**config.mk**
```make
export PLATFORM = sky130hd
export DESIGN_NAME = uart_data_port
export DESIGN_NICKNAME = d
export VERILOG_FILES = /design/src/rtl/uart_dp_pkg.sv /design/src/rtl/uart_dp_fifo.sv /design/src/rtl/uart_dp_status.sv /design/src/rtl/uart_data_port.sv
export SDC_FILE = /design/constraint.sdc
export NUM_CORES = 1
export LEC_CHECK = 0
export ABC_AREA = 1
export BUFFER_PORTS_ARGS = -buffer_cell sky130_fd_sc_hd__buf_2
export CORE_MARGIN = 8
export CORE_UTILIZATION = 42
export CTS_CLUSTER_SIZE = 24
export DETAILED_ROUTE_END_ITERATION = 8
export PLACE_DENSITY = 0.56
export SYNTH_ARGS = -nofsm -noshare
export SYNTH_HDL_FRONTEND = slang
export SYNTH_SLANG_ARGS = --single-unit
```
**constraint.sdc**
```tcl
create_clock -name clk -period 3.95 [get_ports clk]
set_clock_uncertainty 0.15 [all_clocks]
set_input_delay 0.1975 -clock clk [delete_from_list [all_inputs] [get_ports clk]]
set_output_delay 0.1975 -clock clk [all_outputs]
set_load 0.1 [all_outputs]
```
**src/rtl/uart_dp_pkg.sv**
```systemverilog
package uart_dp_pkg;
  localparam int ADDR_W = 3;
  localparam logic [ADDR_W-1:0] SLOT_DATA = 3'd0;
  localparam logic [ADDR_W-1:0] SLOT_FCTL = 3'd2;
  localparam logic [ADDR_W-1:0] SLOT_LCTL = 3'd3;
  localparam logic [ADDR_W-1:0] SLOT_LSTA = 3'd5;
  localparam int FCTL_EN    = 0;
  localparam int FCTL_RXCLR = 1;
  localparam int FCTL_TXCLR = 2;
  localparam int LCTL_DIVSEL = 7;
  localparam int LSTA_DR   = 0;
  localparam int LSTA_OVR  = 1;
  localparam int LSTA_THRE = 5;
endpackage

```
**src/rtl/uart_dp_fifo.sv**
```systemverilog
module uart_dp_fifo #(
  parameter int W     = 8,
  parameter int DEPTH = 16,
  localparam int AW   = $clog2(DEPTH),
  localparam int CW   = AW + 1
) (
  input  logic          clk,
  input  logic          rst,
  input  logic          flush,
  input  logic          multi,
  input  logic          ovw,
  input  logic          push,
  input  logic [W-1:0]  din,
  input  logic          pop,
  output logic [W-1:0]  dout,
  output logic [CW-1:0] level,
  output logic          empty,
  output logic          full,
  output logic          drop
);
  logic [W-1:0]  mem [DEPTH];
  logic [AW-1:0] wr_ptr, rd_ptr, wa;
  logic [CW-1:0] cap;
  logic          do_pop, do_push, do_ovw, we;

  assign cap     = multi ? CW'(DEPTH) : CW'(1);
  assign empty   = (level == '0);
  assign full    = (level >= cap);
  assign do_pop  = pop && !empty;
  assign do_push = push && (!full || do_pop);
  assign drop    = push && full && !do_pop;
  assign do_ovw  = drop && ovw;
  assign we      = (do_push || do_ovw) && !flush;
  // overwrite mode replaces the single held entry at the read pointer
  assign wa      = do_push ? wr_ptr : rd_ptr;
  assign dout    = mem[rd_ptr];

  always_ff @(posedge clk) begin
    if (we) mem[wa] <= din;
  end

  always_ff @(posedge clk) begin
    if (rst || flush) begin
      wr_ptr <= '0;
      rd_ptr <= '0;
      level  <= '0;
    end else begin
      if (do_push) wr_ptr <= wr_ptr + AW'(1);
      if (do_pop)  rd_ptr <= rd_ptr + AW'(1);
      level <= level + CW'(do_push) - CW'(do_pop);
    end
  end
endmodule

```
**src/rtl/uart_dp_status.sv**
```systemverilog
module uart_dp_status (
  input  logic       clk,
  input  logic       rst,
  input  logic       rx_held,
  input  logic       tx_empty,
  input  logic       rx_drop,
  input  logic       sta_read,
  output logic [7:0] sta
);
  import uart_dp_pkg::*;
  logic ovr;

  always_ff @(posedge clk) begin
    if (rst)           ovr <= 1'b0;
    else if (rx_drop)  ovr <= 1'b1;
    else if (sta_read) ovr <= 1'b0;
  end

  always_comb begin
    sta            = '0;
    sta[LSTA_DR]   = rx_held;
    sta[LSTA_OVR]  = ovr;
    sta[LSTA_THRE] = tx_empty;
  end
endmodule

```
**src/rtl/uart_data_port.sv**
```systemverilog
module uart_data_port #(
  parameter int DEPTH = 16,
  parameter int DW    = 8,
  parameter int BUS_W = 32,
  localparam int CW   = $clog2(DEPTH) + 1
) (
  input  logic             clk,
  input  logic             rst,
  input  logic [2:0]       bus_addr,
  input  logic             bus_wr,
  input  logic             bus_rd,
  input  logic [BUS_W-1:0] bus_wdata,
  output logic [BUS_W-1:0] bus_rdata,
  input  logic             rx_valid,
  input  logic [DW-1:0]    rx_char,
  output logic             tx_valid,
  output logic [DW-1:0]    tx_char,
  input  logic             tx_take,
  output logic [DW-1:0]    div_lo
);
  import uart_dp_pkg::*;

  logic [DW-1:0] lctl, rx_head, rd_mux, wbyte;
  logic [7:0]    lsta;
  logic          fifo_en, divsel;
  logic          wr_data, wr_div, wr_fctl, wr_lctl, rd_data, rd_lsta;
  logic          rx_flush, tx_flush, en_change;
  logic          rx_pop, tx_push;
  logic          rx_empty, rx_full, rx_drop;
  logic          tx_empty, tx_full, tx_drop;
  logic [CW-1:0] rx_level, tx_level;
  logic          unused_bits;

  assign wbyte       = bus_wdata[DW-1:0];
  assign unused_bits = ^{bus_wdata[BUS_W-1:DW], tx_drop};
  assign divsel      = lctl[LCTL_DIVSEL];
  assign wr_data     = bus_wr && bus_addr == SLOT_DATA && !divsel;
  assign wr_div      = bus_wr && bus_addr == SLOT_DATA &&  divsel;
  assign wr_fctl     = bus_wr && bus_addr == SLOT_FCTL;
  assign wr_lctl     = bus_wr && bus_addr == SLOT_LCTL;
  assign rd_data     = bus_rd && bus_addr == SLOT_DATA && !divsel;
  assign rd_lsta     = bus_rd && bus_addr == SLOT_LSTA;
  assign en_change   = wr_fctl && (wbyte[FCTL_EN] != fifo_en);
  assign rx_flush    = wr_fctl && (wbyte[FCTL_RXCLR] || en_change);
  assign tx_flush    = wr_fctl && (wbyte[FCTL_TXCLR] || en_change);
  assign rx_pop      = rd_data;
  assign tx_push     = wr_data;
  assign tx_valid    = !tx_empty;

  always_ff @(posedge clk) begin
    if (rst) begin
      lctl    <= '0;
      div_lo  <= '0;
      fifo_en <= 1'b0;
    end else begin
      if (wr_lctl) lctl    <= wbyte;
      if (wr_div)  div_lo  <= wbyte;
      if (wr_fctl) fifo_en <= wbyte[FCTL_EN];
    end
  end

  uart_dp_fifo #(.W(DW), .DEPTH(DEPTH)) u_rxq (
    .clk(clk), .rst(rst), .flush(rx_flush), .multi(fifo_en), .ovw(!fifo_en),
    .push(rx_valid), .din(rx_char), .pop(rx_pop), .dout(rx_head),
    .level(rx_level), .empty(rx_empty), .full(rx_full), .drop(rx_drop)
  );

  uart_dp_fifo #(.W(DW), .DEPTH(DEPTH)) u_txq (
    .clk(clk), .rst(rst), .flush(tx_flush), .multi(fifo_en), .ovw(1'b0),
    .push(tx_push), .din(wbyte), .pop(tx_take), .dout(tx_char),
    .level(tx_level), .empty(tx_empty), .full(tx_full), .drop(tx_drop)
  );

  uart_dp_status u_sta (
    .clk(clk), .rst(rst), .rx_held(!rx_empty), .tx_empty(tx_empty),
    .rx_drop(rx_drop), .sta_read(rd_lsta), .sta(lsta)
  );

  always_comb begin
    case (bus_addr)
      SLOT_DATA: rd_mux = divsel ? div_lo : rx_head;
      SLOT_LCTL: rd_mux = lctl;
      SLOT_LSTA: rd_mux = lsta[DW-1:0];
      default:   rd_mux = '0;
    endcase
  end

  always_ff @(posedge clk) begin
    if (rst)         bus_rdata <= '0;
    else if (bus_rd) bus_rdata <= {{(BUS_W-DW){1'b0}}, rd_mux};
  end
endmodule

```
* Word-level counts from Yosys, hierarchy flattened
Memories as Yosys holds them, arrays and structs flattened. A register that Yosys moved wholly into a read port is not among the register bits. Index checks and enable logic that the tools add are counted.
Word-level totals: flip-flop bits (word level) 52, bits in writable memories 256, bits of input ports 49, output and inout port bits 49, word-level logic and storage cells 82, memories kept 2
Operators by class: add/sub/neg operators 8, magnitude comparators 2, equality and inequality tests 4, multiplexer cells 15, reductions and logical operators 40
Memory list:
- u_rxq.mem | depth 16, bits a word 8, rd ports 1, clocked after Yosys merged registers in 1, write ports 1, line uart_dp_fifo.sv:21 | logic [W-1:0] mem [DEPTH];
- u_txq.mem | depth 16, bits a word 8, rd ports 1, clocked after Yosys merged registers in 1, write ports 1, line uart_dp_fifo.sv:21
Operator list (count):
- $mux W4 | 6
- $pmux W8 S3 | 1
- $logic_and A1 B1 Y1 | 20
- $add A4 B1 Y4 const B | 4
- $add A5 B1 Y5 | 2
- $ge A5 B5 Y1 | 2
- $logic_not A5 Y1 | 2
- $sub A5 B1 Y5 | 2
- $logic_not A1 Y1 | 9
- $mux W8 | 1
- $logic_or A1 B1 Y1 | 7
- $eq A3 B2 Y1 const B | 2
- $mux W1 | 6
- $mux W5 | 1
- $eq A3 B3 Y1 const B | 1
- $logic_not A3 Y1 | 1
- $reduce_bool A2 Y1 | 1
- $ne A1 B1 Y1 | 1

* Longest topological paths before layout
Gate-level depths: netlist of run 1.
depth after elaboration 11, depth in mapped cells 18, gate-level depth less buffers 17

* By module
Synthesis of run 1 repeated with hierarchy kept, for this count alone.
Unflattened totals: cells, all modules 1234, area, all modules 14157.3 µm²
Modules (own cells, without submodules):
- uart_dp_fifo at u_rxq | times used 1, cells an instance 502, area each 6229.7 µm², sequential area each 4184.0 µm²
- uart_dp_fifo at u_txq | times used 1, cells an instance 502, area each 6211.0 µm², sequential area each 4184.0 µm²
- uart_data_port | times used 1, cells an instance 216, area each 1612.8 µm², sequential area each 500.5 µm²
- uart_dp_status | times used 1, cells an instance 14, area each 103.8 µm², sequential area each 20.0 µm²

* Least setup slack after synthesis of run 1
Ideal clock, no wire load.
path kind reg-to-reg, start point register u_txq.level[2], end point register u_txq.level[4], setup time 0.070 ns, arrival 3.246 ns, required time 3.730 ns, path slack 0.484 ns, stages on the path, launching flop included 16, path buffers 0, period minus slack after synthesis 3.466 ns, path through dfxtp_1 inv_1 ha_1 nand3_1 nand2_1 inv_1 ha_1 inv_1 ha_1 inv_1 fa_1 inv_1 a21oi_1 o21bai_1 o21ai_0 a21oi_1
On the way: cells in the longest elaborated chain, start to end 7, elaborated cells on any way between the ends 9, classes of those cells add/sub: 2; order compare: 1; reduce/logical: 6
RTL lines:
- from (decl) | line uart_dp_fifo.sv:16 | output logic [CW-1:0] level,
- from (signal assigned) | line uart_dp_fifo.sv:50 | level <= level + CW'(do_push) - CW'(do_pop);
- $logic_not A5 Y1 (*) | line uart_dp_fifo.sv:27 | assign empty = (level == '0);
- $logic_not A1 Y1 (*)
- net tx_valid | line uart_data_port.sv:16 | output logic tx_valid,
- $logic_and A1 B1 Y1 (*) | line uart_dp_fifo.sv:29 | assign do_pop = pop && !empty;
- net u_txq.do_pop | line uart_dp_fifo.sv:24 | logic do_pop, do_push, do_ovw, we;
- $logic_or A1 B1 Y1 | line uart_dp_fifo.sv:30 | assign do_push = push && (!full || do_pop);
- $logic_and A1 B1 Y1 | line uart_dp_fifo.sv:30
- $add A5 B1 Y5 | line uart_dp_fifo.sv:50
- $sub A5 B1 Y5 (*) | line uart_dp_fifo.sv:50
The timed path passes the listed nets; every way through them passes the cells marked *. A chain may end at the register's enable or synchronous reset.

* Worst setup path in the final report of run 1
start point register fifo_en, end point memory u_rxq.mem[6][2], enable pin
On the way: cells in the longest elaborated chain, start to end 9, elaborated cells on any way between the ends 19, classes of those cells order compare: 1; eq/ne: 1; mux: 4; reduce/logical: 13
RTL lines:
- from (decl) | line uart_data_port.sv:25 | logic fifo_en, divsel;
- from (signal assigned) | line uart_data_port.sv:58 | if (wr_fctl) fifo_en <= wbyte[FCTL_EN];
- $mux W5 | line uart_dp_fifo.sv:26 | assign cap = multi ? CW'(DEPTH) : CW'(1);
- $ge A5 B5 Y1 | line uart_dp_fifo.sv:28 | assign full = (level >= cap);
- $logic_not A1 Y1 or $logic_and A1 B1 Y1 (tied branches) | line uart_dp_fifo.sv:30, uart_dp_fifo.sv:31
- $logic_or A1 B1 Y1 or $logic_and A1 B1 Y1 (tied branches) | line uart_dp_fifo.sv:30, uart_dp_fifo.sv:31
- $logic_and A1 B1 Y1, on equally long branches | line uart_dp_fifo.sv:30, uart_dp_fifo.sv:32
- $logic_or A1 B1 Y1 | line uart_dp_fifo.sv:33 | assign we = (do_push || do_ovw) && !flush;
- $logic_and A1 B1 Y1 | line uart_dp_fifo.sv:33
- $mux W1 | line uart_dp_fifo.sv:39 | if (we) mem[wa] <= din;
- $mux W1 (implied by the code) | line uart_dp_fifo.sv:39
- to (decl) | line uart_dp_fifo.sv:21
Several ways; a longest one is shown, not always the timed one.

==> impl_metrics.prom, run 1 <==
# TYPE chip_impl_metric gauge
chip_impl_metric{name="avgRoutedWirePerCell",unit="um"} 17.75
chip_impl_metric{name="internal_power_component",unit="W"} 0.006123
chip_impl_metric{name="clock_network_fraction_of_design_power",unit="%"} 33.5
chip_impl_info{name="clock_tree.root_cell",value="sky130_fd_sc_hd__clkbuf_16"} 1
chip_impl_metric{name="finalWeightedCongestion",unit=""} 0.7807
chip_impl_info{name="crit_type",value="reg -> reg"} 1
chip_impl_info{name="critPathCaptureType",value="flip-flop"} 1
chip_impl_metric{name="num_vias",unit=""} 8852
chip_impl_metric{name="fin_crit",unit="ns"} 3.194
chip_impl_metric{name="antenna_found_initial",unit=""} 0
chip_impl_metric{name="area_growth_syn_to_layout",unit="%"} 13.23
chip_impl_metric{name="critical_path.max_stage_delay",unit="ns"} 0.67
chip_impl_metric{name="reg2reg_slack",unit="ns"} 0.76
chip_impl_metric{name="core-area",unit="mm2"} 0.03237
chip_impl_metric{name="post-place-ws",unit="ns"} 0.7480
chip_impl_metric{name="share_seq_of_total_power",unit="%"} 43.7
chip_impl_metric{name="path_max_fanout",unit=""} 16
chip_impl_info{name="grt_setup_unrepaired",value="no"} 1
chip_impl_info{name="hold_path_end",value="u_txq.mem[3][1]"} 1
chip_impl_metric{name="hold_path_depth",unit=""} 1
chip_impl_metric{name="clkSlewWorstSetupHoldPaths",unit="ns"} 0.06
chip_impl_metric{name="clock.fmax",unit="GHz"} 0.3131
chip_impl_metric{name="clock_sink_count",unit=""} 316
chip_impl_metric{name="max-slew-margin-rel",unit="%"} 24.37
chip_impl_metric{name="layout.core_utilization",unit="%"} 48.16
chip_impl_metric{name="cp_data_arrival_time",unit="ns"} 3.16
chip_impl_metric{name="avgViaCountPerCell",unit=""} 4.904
chip_impl_metric{name="drt.antenna.violating_nets",unit=""} 0
chip_impl_metric{name="post_synthesis_cell_area",unit="mm2"} 0.01377
chip_impl_metric{name="fin_nets",unit=""} 1413
chip_impl_metric{name="tritoncts.num_buffers",unit=""} 35
chip_impl_metric{name="pin_count_of_the_biggest_net_entering_global_routing",unit=""} 74
chip_impl_metric{name="placed_area",unit="mm2"} 0.01435
chip_impl_metric{name="standard_cell_rows",unit=""} 66
chip_impl_info{name="holdCritStartpoint",value="bus_wdata[1]"} 1
chip_impl_metric{name="dr.pass1.iters",unit=""} 5
chip_impl_metric{name="async_reset_ff_share",unit="%"} 0
chip_impl_metric{name="power.density_cell_area",unit="mW/mm2"} 576.9
chip_impl_info{name="reg2reg_to",value="u_rxq.mem[6][2]"} 1
chip_impl_metric{name="ys_seq_area_share",unit="%"} 64.56
chip_impl_metric{name="drive_above_1_share",unit="%"} 10.79
chip_impl_info{name="startpoint_type",value="flip-flop"} 1
chip_impl_metric{name="setup_total_negative_slack",unit="ns"} 0
chip_impl_metric{name="slew_violations",unit=""} 0
chip_impl_info{name="min-delay-path-class",value="in -> reg"} 1
chip_impl_metric{name="finalInstanceArea",unit="mm2"} 0.01559
chip_impl_metric{name="hold_violations",unit=""} 0
chip_impl_metric{name="clk-insertion-delay-late",unit="ns"} 0.51
chip_impl_metric{name="detail_route.wirelength",unit="um"} 32030
chip_impl_metric{name="grt_first_pass_wirelength",unit="um"} 49670
chip_impl_metric{name="report.final.setup_viol",unit=""} 0
chip_impl_info{name="critical_path.cell_chain",value="inv_1, ha_1, nand3_1, nand3_1, a21o_1, nand2_2, nand2_4, inv_2, nand2_1, nand2_1, nand3_1, nor2_1"} 1
chip_impl_metric{name="ios",unit=""} 98
chip_impl_info{name="tritoncts",value="built"} 1
chip_impl_metric{name="post_cts_resize_count",unit=""} 0
chip_impl_metric{name="synth-edff-count",unit=""} 256
chip_impl_info{name="critical_path.slowest_cell",value="sky130_fd_sc_hd__nor2_1"} 1
chip_impl_metric{name="dp.final_hpwl",unit="um"} 20590
chip_impl_metric{name="vdd_drop_max",unit="uV"} 353.7
chip_impl_metric{name="worst_ep_required_time",unit="ns"} 3.92
chip_impl_metric{name="yosys_register_bits",unit=""} 316
chip_impl_metric{name="drc_violations_left",unit=""} 0
chip_impl_metric{name="nFillCells",unit=""} 2994
chip_impl_metric{name="grt_remaining_overflow",unit=""} 0
chip_impl_metric{name="total_switching_power",unit="W"} 0.002870
chip_impl_info{name="critical_path.reg2reg.startpoint",value="fifo_en"} 1
chip_impl_metric{name="netlist_instances",unit=""} 1274
chip_impl_info{name="synth_flop_cell",value="sky130_fd_sc_hd__edfxtp_1"} 1
chip_impl_metric{name="die_w",unit="um"} 197.1
chip_impl_metric{name="reg2reg_depth",unit=""} 12
chip_impl_metric{name="post_layout_nonfiller_instances",unit=""} 1805
chip_impl_metric{name="min_period_over_period",unit="%"} 80.86
chip_impl_metric{name="drt-initial-drc-count",unit=""} 598
chip_impl_metric{name="area.sequential",unit="mm2"} 0.008894
chip_impl_metric{name="dieHeight",unit="um"} 197.1
chip_impl_info{name="timing.critical_path.mode_cell",value="sky130_fd_sc_hd__nand3_1"} 1
chip_impl_info{name="outcome",value="complete, no violations"} 1
chip_impl_metric{name="worst_slack",unit="ns"} 0.7562
chip_impl_metric{name="grt_pass1_vias",unit=""} 8744
chip_impl_metric{name="initial_core_util",unit="%"} 42.53
chip_impl_metric{name="synth_cell_types",unit=""} 41
chip_impl_metric{name="max_cap_viol_count",unit=""} 0
chip_impl_metric{name="sw_frac_of_total",unit="%"} 31.91
chip_impl_metric{name="pwr-share-comb",unit="%"} 22.8
chip_impl_metric{name="max_slew.worst_pin.slew",unit="ns"} 1.133
chip_impl_metric{name="number_of_warnings_reported_in_the_yosys_synthesis_log",unit=""} 0
chip_impl_metric{name="multiInputGateArea",unit="mm2"} 0.003988
chip_impl_metric{name="ctsHtreeMaxLevel",unit=""} 2
chip_impl_metric{name="leakage",unit="nW"} 5.889
chip_impl_metric{name="antenna-diode-count",unit=""} 0
chip_impl_metric{name="cts-root-to-sink-buffers",unit=""} 3
chip_impl_metric{name="post-place-cells",unit=""} 1724
chip_impl_metric{name="syn_avg_cell_area",unit="um2"} 10.81
chip_impl_metric{name="numPortBuffers",unit=""} 49
chip_impl_metric{name="die_area",unit="mm2"} 0.03883
chip_impl_metric{name="grt_usage",unit="%"} 16.39
==> placed cells by master, fill, tap and decap left out, drive strengths merged, types with 32 or more instances in the layout <==
master / count
a21oi: 88
buf: 67
clkbuf: 49
dfxtp: 60
edfxtp: 256
inv: 142
mux2i: 32
nand2: 258
nand3: 125
nor2: 70
o211ai: 34
o21ai: 74
==> state kept, by name, summed over array words and instances, names as in the netlist, named ones only <==
name	cells
u_rxq.level	5
u_rxq.wr_ptr	4
u_rxq.rd_ptr	4
u_txq.mem	128
u_sta.ovr	1
fifo_en	1
u_txq.rd_ptr	4
u_rxq.mem	128
u_txq.level	5
u_txq.wr_ptr	4
div_lo	8
bus_rdata	8
lctl	8
==> through the flow <==
| stage | total power (W) | hold slack [ns] |
|---|---|---|
| 6_report | 0.008994 | 0.01885 |
| 5_1_grt | 0.009430 | 0.01308 |
| 4_1_cts | 0.009079 | 0.002708 |
| 3_5_place_dp | 0.006053 | 0.3033 |
| 3_3_place_gp | 0.006032 | 0.2939 |
| 2_1_floorplan | 0.005569 | 0.1464 |
==> per-layer routing <==
layer | track usage [%] | share of wire, %
met4 | 4.319 | 2.1
met5 | 0 | 0
met3 | 2.760 | 4.7
met2 | 27.46 | 47
met1 | 21.85 | 46
==> final cells by class <==
type | instances | area share [%]
clock inverters | 13 | 0.6581
inverters | 142 | 3.419
flip-flops and latches | 316 | 57.05
well taps | 442 | 3.547
multi-input cells | 757 | 25.58
repair buffers | 86 | 3.660
clock buffers | 49 | 6.091
==> cell families after synthesis <==
family          after synthesis  share of synthesized area, %
simple gates                462                         14.54
compound gates              207                         8.588
xor+xnor                      6                        0.3817
mux                          32                         2.326
flops                       316                         64.56
fa+ha+maj                    26                         2.472
other cells                   1                       0.02724
buf+inv                     224                         7.106
==> power groups by stage <==
stage | clock [W] | combinational, W | sequential (W)
final | 0.00301 | 0.00205 | 0.00393
after global routing | 0.00319 | 0.00228 | 0.00396
after CTS | 0.00307 | 0.00207 | 0.00393
after detailed placement | 0 | 0.00205 | 0.00400
after global placement | 0 | 0.00203 | 0.00400
after floorplan | 0 | 0.00164 | 0.00393
==> cell usage after synthesis (2+ instances only) <==
master	count	area share, %
sky130_fd_sc_hd__o211ai_1	34	1.9
sky130_fd_sc_hd__nor2_2	2	0.091
sky130_fd_sc_hd__ha_1	24	2.2
sky130_fd_sc_hd__nand3_1	121	4.4
sky130_fd_sc_hd__o21ai_0	66	2.4
sky130_fd_sc_hd__nand2_2	7	0.32
sky130_fd_sc_hd__nand2_1	248	6.8
sky130_fd_sc_hd__fa_1	2	0.29
sky130_fd_sc_hd__nand2_4	3	0.25
sky130_fd_sc_hd__buf_2	17	0.62
sky130_fd_sc_hd__o22ai_1	2	0.091
sky130_fd_sc_hd__o221ai_1	2	0.13
sky130_fd_sc_hd__nand3_2	3	0.22
sky130_fd_sc_hd__mux2i_1	32	2.3
sky130_fd_sc_hd__o21ai_2	3	0.19
sky130_fd_sc_hd__o21ai_4	2	0.24
sky130_fd_sc_hd__inv_1	138	3.8
sky130_fd_sc_hd__or2_2	6	0.27
sky130_fd_sc_hd__nor2_1	67	1.8
sky130_fd_sc_hd__buf_6	3	0.25
sky130_fd_sc_hd__xor2_1	3	0.19
sky130_fd_sc_hd__dfxtp_1	60	8.7
sky130_fd_sc_hd__edfxtp_1	256	56
sky130_fd_sc_hd__buf_1	3	0.082
sky130_fd_sc_hd__buf_4	25	1.4
sky130_fd_sc_hd__clkbuf_1	34	0.93
sky130_fd_sc_hd__a21oi_1	88	3.2
sky130_fd_sc_hd__o21ai_1	3	0.11
sky130_fd_sc_hd__inv_2	3	0.082
sky130_fd_sc_hd__o21bai_1	2	0.11
sky130_fd_sc_hd__xnor2_1	3	0.19
sky130_fd_sc_hd__a21o_1	2	0.11
sky130_fd_sc_hd__a211oi_1	2	0.11
==> how the worst max path moves through the flow <==
stage,to,slack [ns],depth (start not counted),start
2_1_floorplan,u_txq.level[4],0.48,15,u_txq.level[2]
3_3_place_gp,u_rxq.mem[2][4],0.78,12,fifo_en
3_5_place_dp,u_rxq.mem[2][2],0.75,12,fifo_en
4_1_cts,u_rxq.mem[2][6],0.75,12,fifo_en
5_1_grt,u_txq.level[4],0.54,16,fifo_en
6_report,u_rxq.mem[6][2],0.76,12,fifo_en
==> worst max-delay path: cells and delay by family, from the launching register on <==
| kind | cells | cell delay (ns) |
|---|---|---|
| AND/OR/NAND/NOR | 8 | 1.49 |
| flip-flops | 1 | 0.38 |
| adder cells (fa/ha/maj) | 1 | 0.32 |
| buffers and inverters | 2 | 0.28 |
| AO/OA/AOI/OAI | 1 | 0.20 |
==> what timing repair did <==
| item | CTS | global route |
|---|---|---|
| buffers inserted | 0 | 0 |
| hold buffers | 19 | 0 |
| hold endpoints to repair | 201 | 0 |
Power figures use the tool's default switching activity.
==> run 2: changes to the inputs <==
PLACE_DENSITY = 0.58   (was 0.56)
clock period = 2.6 ns   (was 3.95 ns; I/O delays follow)
==> run 2 against run 1 <==
Compared with the run above:
- total power is 60% higher
- sequential cell count did not move
- maximum frequency up 26%
- largest cell class unchanged
- die area unchanged
==> impl_metrics.prom, run 2 (same netlist as run 1, synthesis figures left out) <==
# TYPE chip_impl_metric gauge
chip_impl_metric{name="standard_cell_rows",unit=""} 66
chip_impl_metric{name="clock_network_fraction_of_design_power",unit="%"} 32.2
chip_impl_info{name="grt_setup_unrepaired",value="yes"} 1
chip_impl_metric{name="grt_first_pass_wirelength",unit="um"} 50200
chip_impl_metric{name="cp_data_arrival_time",unit="ns"} 2.84
chip_impl_metric{name="fin_nets",unit=""} 1471
chip_impl_metric{name="antenna_found_initial",unit=""} 0
chip_impl_metric{name="fin_total_pwr",unit="W"} 0.01442
chip_impl_metric{name="critical_path.max_stage_delay",unit="ns"} 0.39
chip_impl_metric{name="dp.final_hpwl",unit="um"} 21270
chip_impl_info{name="critPathCaptureType",value="flip-flop"} 1
chip_impl_metric{name="avgViaCountPerCell",unit=""} 4.952
chip_impl_metric{name="pin_count_of_the_biggest_net_entering_global_routing",unit=""} 65
chip_impl_metric{name="max_cap_viol_count",unit=""} 0
chip_impl_metric{name="pwr-share-comb",unit="%"} 26.9
chip_impl_info{name="tritoncts",value="built"} 1
chip_impl_info{name="crit_type",value="reg -> reg"} 1
chip_impl_metric{name="leakage",unit="nW"} 6.277
chip_impl_metric{name="cts-root-to-sink-buffers",unit=""} 3
chip_impl_metric{name="max-slew-margin-rel",unit="%"} 63.45
chip_impl_metric{name="setup_total_negative_slack",unit="ns"} 0
chip_impl_metric{name="drc_violations_left",unit=""} 0
chip_impl_info{name="min-delay-path-class",value="in -> reg"} 1
chip_impl_metric{name="clock.fmax",unit="GHz"} 0.3936
chip_impl_metric{name="vdd_drop_max",unit="uV"} 550.8
chip_impl_metric{name="avgRoutedWirePerCell",unit="um"} 17.51
chip_impl_metric{name="path_max_fanout",unit=""} 5
chip_impl_metric{name="total_switching_power",unit="W"} 0.004616
chip_impl_metric{name="share_seq_of_total_power",unit="%"} 40.9
chip_impl_metric{name="drt.antenna.violating_nets",unit=""} 0
chip_impl_metric{name="tritoncts.num_buffers",unit=""} 34
chip_impl_metric{name="max_slew.worst_pin.slew",unit="ns"} 0.5463
chip_impl_metric{name="drive_above_1_share",unit="%"} 16.96
chip_impl_metric{name="initial_core_util",unit="%"} 42.53
chip_impl_metric{name="hold_violations",unit=""} 0
chip_impl_info{name="largestRegisters",value="u_rxq.mem (128), u_txq.mem (128)"} 1
chip_impl_metric{name="drt-initial-drc-count",unit=""} 636
chip_impl_metric{name="dieHeight",unit="um"} 197.1
chip_impl_metric{name="report.final.setup_viol",unit=""} 0
chip_impl_metric{name="slew_violations",unit=""} 0
chip_impl_metric{name="num_vias",unit=""} 9226
chip_impl_info{name="critical_path.cell_chain",value="inv_1, buf_4, ha_1, inv_1, nor2_1, nand3_1, a21o_1, nand2_2, nand2_4, inv_4, ha_4, fa_2, buf_4, or2_2, a21oi_2"} 1
chip_impl_metric{name="fin_crit",unit="ns"} 2.541
chip_impl_metric{name="area_growth_syn_to_layout",unit="%"} 19.34
chip_impl_metric{name="grt_usage",unit="%"} 16.55
chip_impl_metric{name="multiInputGateArea",unit="mm2"} 0.004156
chip_impl_metric{name="dr.pass1.iters",unit=""} 5
chip_impl_info{name="clock_tree.root_cell",value="sky130_fd_sc_hd__clkbuf_16"} 1
chip_impl_metric{name="power.density_cell_area",unit="mW/mm2"} 877.6
chip_impl_metric{name="clkSlewWorstSetupHoldPaths",unit="ns"} 0.06
chip_impl_metric{name="numPortBuffers",unit=""} 49
chip_impl_metric{name="internal_power_component",unit="W"} 0.009804
chip_impl_metric{name="worstPathBufferInverterCount",unit=""} 5
chip_impl_metric{name="worst_ep_required_time",unit="ns"} 2.90
chip_impl_metric{name="nFillCells",unit=""} 2940
chip_impl_info{name="startpoint_type",value="flip-flop"} 1
chip_impl_metric{name="die_w",unit="um"} 197.1
chip_impl_metric{name="grt_pass1_vias",unit=""} 8990
chip_impl_info{name="critical_path.slowest_cell",value="sky130_fd_sc_hd__fa_2"} 1
chip_impl_info{name="most_common_cell_after_layout_fill_and_taps_aside",value="sky130_fd_sc_hd__edfxtp_1"} 1
chip_impl_metric{name="core-area",unit="mm2"} 0.03237
chip_impl_metric{name="finalWeightedCongestion",unit=""} 0.8162
chip_impl_info{name="outcome",value="complete, no violations"} 1
chip_impl_metric{name="sw_frac_of_total",unit="%"} 32.01
chip_impl_metric{name="clk-insertion-delay-late",unit="ns"} 0.52
chip_impl_metric{name="ctsHtreeMaxLevel",unit=""} 2
chip_impl_metric{name="antenna-diode-count",unit=""} 0
chip_impl_metric{name="ios",unit=""} 98
chip_impl_metric{name="layout.core_utilization",unit="%"} 50.76
chip_impl_metric{name="grt_remaining_overflow",unit=""} 0
chip_impl_info{name="layout.cells.most_common_list",value="sky130_fd_sc_hd__edfxtp_1 (256), sky130_fd_sc_hd__nand2_1 (241), sky130_fd_sc_hd__inv_1 (130)"} 1
chip_impl_info{name="cpLargestDelayFamily",value="adder cells"} 1
chip_impl_metric{name="min_period_over_period",unit="%"} 97.72
chip_impl_metric{name="clock_sink_count",unit=""} 316
chip_impl_metric{name="area.sequential",unit="mm2"} 0.008899
chip_impl_metric{name="detail_route.wirelength",unit="um"} 32630
chip_impl_metric{name="die_area",unit="mm2"} 0.03883
-- run 2: area by class of cell --
type / instances / area share (%)
clock inverters: 17 / 0.9290
inverters: 142 / 3.274
multi-input cells: 757 / 25.30
clock buffers: 44 / 5.536
well taps: 442 / 3.366
flip-flops and latches: 316 / 54.16
repair buffers: 145 / 7.440
-- run 2: layer usage --
| metal | vias up | wire, um | track usage (%) |
|---|---|---|---|
| li1 | 4556 | - | - |
| met1 | 4373 | 15330 | 22.96 |
| met2 | 236 | 14460 | 25.74 |
| met3 | 61 | 1740 | 2.641 |
| met4 | 0 | 1097 | 6.576 |
| met5 | - | 0 | 0 |
-- run 2: through the flow --
stage / cell area [um2] / instances / hold WS [ns] / setup slack, ns
floorplan: 13890 / 1297 / 0.07887 / 0.01884
global placement: 14940 / 1777 / 0.2958 / -0.09299
detailed placement: 14940 / 1777 / 0.3041 / -0.09156
CTS: 16260 / 1862 / 0.006543 / 0.003099
global route: 16430 / 1863 / 0.01932 / -0.1081
finish: 16430 / 1863 / 0.01237 / 0.05934
-- run 2: worst paths after layout --
path	depth (start not counted)	startpoint	slack (ns)	to
worst max register to register	15	u_rxq.level[2]	0.06	u_rxq.level[2]
worst min register to register	2	lctl[1]	0.31	lctl[1]
worst min-delay path	4	bus_wdata[0]	0.01	fifo_en
worst max-delay path	15	u_rxq.level[2]	0.06	u_rxq.level[2]
-- run 2: worst min-delay path, delay by kind of cell --
kind | cells | cell delay, ns
buffers and inverters | 3 | 0.45
AO/OA/AOI/OAI | 1 | 0.05
-- run 2: power by group through the flow --
stage          sequential (W)  combinational (W)  clock, W
3_5_place_dp          0.00606            0.00361         0
6_report              0.00591            0.00388   0.00464
5_1_grt               0.00593            0.00427   0.00490
4_1_cts               0.00592            0.00375   0.00472
2_1_floorplan         0.00597            0.00256         0
3_3_place_gp          0.00606            0.00357         0
-- run 2: repair_timing --
action / CTS / global route
gates resized for setup: 3 / 37
hold endpoints to repair: 239 / 0
setup buffers: 1 / 1
pin swaps: 0 / 8
gates cloned: 0 / 0
hold buffers: 23 / 0
setup endpoints to repair: 189 / 267
==> run 3: changes to the inputs <==
CORE_UTILIZATION = 45   (was 42)
GPL_ROUTABILITY_DRIVEN = 0   (was default)
PLACE_DENSITY = 0.62   (was 0.58)
RECOVER_POWER = 50   (was default)
==> run 3 against run 2 <==
Compared with the run above:
- sequential cell count stayed put
- non-clock buffer count up 10
- largest cell class unchanged
- final cell count down 2.1%
- combinational power is 4% higher
- first-iteration DRC count up 19%
- clock-buffer cell count up 8
- register-to-register slack about the same
==> impl_metrics.prom, run 3 (same netlist as run 1, synthesis figures left out) <==
# TYPE chip_impl_metric gauge
chip_impl_info{name="outcome",value="complete, no violations"} 1
chip_impl_metric{name="cts-root-to-sink-buffers",unit=""} 3
chip_impl_metric{name="drt.antenna.violating_nets",unit=""} 0
chip_impl_metric{name="clk-insertion-delay-late",unit="ns"} 0.51
chip_impl_metric{name="max-slew-margin-rel",unit="%"} 21.41
chip_impl_info{name="startpoint_type",value="flip-flop"} 1
chip_impl_metric{name="ctsHtreeMaxLevel",unit=""} 2
chip_impl_metric{name="avgRoutedWirePerCell",unit="um"} 18.00
chip_impl_metric{name="fin_crit",unit="ns"} 2.539
chip_impl_metric{name="avgViaCountPerCell",unit=""} 5.136
chip_impl_metric{name="grt_remaining_overflow",unit=""} 0
chip_impl_metric{name="detail_route.wirelength",unit="um"} 32810
chip_impl_metric{name="die_w",unit="um"} 190.9
chip_impl_metric{name="tritoncts.num_buffers",unit=""} 34
chip_impl_metric{name="grt_usage",unit="%"} 17.50
chip_impl_info{name="layout.cells.most_common_list",value="sky130_fd_sc_hd__edfxtp_1 (256), sky130_fd_sc_hd__nand2_1 (242), sky130_fd_sc_hd__inv_1 (130)"} 1
chip_impl_info{name="clock_tree.root_cell",value="sky130_fd_sc_hd__clkbuf_16"} 1
chip_impl_metric{name="num_vias",unit=""} 9363
chip_impl_info{name="min-delay-path-class",value="in -> reg"} 1
chip_impl_metric{name="cp_data_arrival_time",unit="ns"} 2.53
chip_impl_metric{name="clock_network_fraction_of_design_power",unit="%"} 31.6
chip_impl_metric{name="path_max_fanout",unit=""} 9
chip_impl_metric{name="dp.final_hpwl",unit="um"} 21170
chip_impl_metric{name="pin_count_of_the_biggest_net_entering_global_routing",unit=""} 41
chip_impl_metric{name="report.final.setup_viol",unit=""} 0
chip_impl_metric{name="clkSlewWorstSetupHoldPaths",unit="ns"} 0.06
chip_impl_metric{name="initial_core_util",unit="%"} 45.37
chip_impl_metric{name="finalInstanceArea",unit="mm2"} 0.01638
chip_impl_metric{name="numPortBuffers",unit=""} 49
chip_impl_metric{name="pwr-share-comb",unit="%"} 27.8
chip_impl_metric{name="placed_area",unit="mm2"} 0.01489
chip_impl_metric{name="dr.pass1.iters",unit=""} 5
chip_impl_info{name="largestRegisters",value="u_rxq.mem (128), u_txq.mem (128)"} 1
chip_impl_info{name="grt_setup_unrepaired",value="yes"} 1
chip_impl_metric{name="drt-initial-drc-count",unit=""} 758
chip_impl_metric{name="setup_total_negative_slack",unit="ns"} 0
chip_impl_metric{name="die_area",unit="mm2"} 0.03645
chip_impl_metric{name="max_slew.worst_pin.slew",unit="ns"} 1.184
chip_impl_metric{name="worst_ep_required_time",unit="ns"} 2.59
chip_impl_metric{name="internal_power_component",unit="W"} 0.009923
chip_impl_metric{name="post-place-ws",unit="ns"} -0.1190
chip_impl_metric{name="drc_violations_left",unit=""} 0
chip_impl_metric{name="core-area",unit="mm2"} 0.03035
chip_impl_metric{name="hold_violations",unit=""} 0
chip_impl_info{name="critPathCaptureType",value="flip-flop"} 1
chip_impl_metric{name="worst_slack",unit="ns"} 0.06057
chip_impl_metric{name="total_switching_power",unit="W"} 0.004625
chip_impl_metric{name="drive_above_1_share",unit="%"} 15.84
chip_impl_metric{name="share_seq_of_total_power",unit="%"} 40.5
chip_impl_metric{name="grt_first_pass_wirelength",unit="um"} 49920
chip_impl_metric{name="ios",unit=""} 98
chip_impl_metric{name="max_cap_viol_count",unit=""} 0
chip_impl_metric{name="fin_nets",unit=""} 1481
chip_impl_info{name="most_common_cell_after_layout_fill_and_taps_aside",value="sky130_fd_sc_hd__edfxtp_1"} 1
chip_impl_metric{name="dieHeight",unit="um"} 190.9
chip_impl_metric{name="grt_pass1_vias",unit=""} 9079
chip_impl_metric{name="leakage",unit="nW"} 6.217
chip_impl_info{name="crit_type",value="reg -> reg"} 1
chip_impl_metric{name="sw_frac_of_total",unit="%"} 31.79
chip_impl_metric{name="vdd_drop_max",unit="uV"} 505.5
chip_impl_metric{name="slew_violations",unit=""} 0
chip_impl_metric{name="min_period_over_period",unit="%"} 97.67
chip_impl_metric{name="standard_cell_rows",unit=""} 64
chip_impl_metric{name="clock.fmax",unit="GHz"} 0.3938
chip_impl_metric{name="clock_sink_count",unit=""} 316
chip_impl_metric{name="antenna-diode-count",unit=""} 0
chip_impl_info{name="tritoncts",value="built"} 1
chip_impl_metric{name="antenna_found_initial",unit=""} 1
chip_impl_metric{name="power.density_cell_area",unit="mW/mm2"} 888.4
chip_impl_metric{name="area_growth_syn_to_layout",unit="%"} 18.94
## run 3: power groups by stage
stage / sequential (W) / combinational [W] / clock, W
3_3_place_gp: 0.00602 / 0.00363 / 0
3_5_place_dp: 0.00603 / 0.00371 / 0
2_1_floorplan: 0.00597 / 0.00256 / 0
4_1_cts: 0.00590 / 0.00385 / 0.00469
5_1_grt: 0.00592 / 0.00440 / 0.00487
6_report: 0.00590 / 0.00405 / 0.00460
## run 3: cell type report
| cell class | count | area, um2 |
|---|---|---|
| fill | 2618 | 13970 |
| sequential | 316 | 8897 |
| multi-input combinational | 757 | 4141 |
| timing repair buffer | 155 | 1252 |
| clock buffer | 52 | 989.7 |
| inverter | 142 | 533.0 |
| tap | 396 | 495.5 |
| clock inverter | 5 | 66.31 |
## run 3: final timing paths
path	startpoint	end	slack, ns	cells past startpoint
max	fifo_en	u_rxq.mem[15][6]	0.06	12
min	rx_valid	u_rxq.wr_ptr[0]	0.01	5
max reg2reg	fifo_en	u_rxq.mem[15][6]	0.06	12
min reg2reg	lctl[0]	lctl[0]	0.31	2
## run 3: repair_timing
action	4_1_cts	5_1_grt
resized for setup	8	39
gates cloned	0	0
buffers inserted	1	7
endpoints found under the hold margin	232	0
setup endpoints to repair	44	256
pin swaps	2	15
hold buffers	24	0
## run 3: metal layers
metal | GRT usage [%] | vias to the layer above | routed length [um]
met1 | 23.17 | 4447 | 14390
met5 | 0 | - | 0
li1 | - | 4579 | -
met2 | 28.83 | 282 | 15460
met4 | 5.430 | 0 | 842
met3 | 3.211 | 55 | 2113
## run 3: per-stage QoR
stage / hold slack, ns / utilization (%) / total power (W) / instances
floorplan: 0.07887 / - / 0.008533 / 1297
global placement: 0.2963 / 49.08 / 0.009651 / 1734
detailed placement: 0.2999 / 49.08 / 0.009734 / 1734
CTS: 0.004210 / 53.48 / 0.01445 / 1816
global route: 0.02625 / 53.96 / 0.01519 / 1823
finish: 0.01069 / 53.96 / 0.01455 / 1823
## run 3: worst max-delay path, stage by stage, from the launching register on
cell                      delay (ns)
sky130_fd_sc_hd__dfxtp_2        0.33
sky130_fd_sc_hd__inv_2          0.05
sky130_fd_sc_hd__ha_1           0.28
sky130_fd_sc_hd__nand3_1        0.08
sky130_fd_sc_hd__nand3_1        0.07
sky130_fd_sc_hd__a21o_1         0.16
sky130_fd_sc_hd__nand2_2        0.07
sky130_fd_sc_hd__nand2_4        0.11
sky130_fd_sc_hd__buf_4          0.13
sky130_fd_sc_hd__o21ai_2        0.06
sky130_fd_sc_hd__inv_1          0.08
sky130_fd_sc_hd__nand2_1        0.13
sky130_fd_sc_hd__nor2_2         0.45
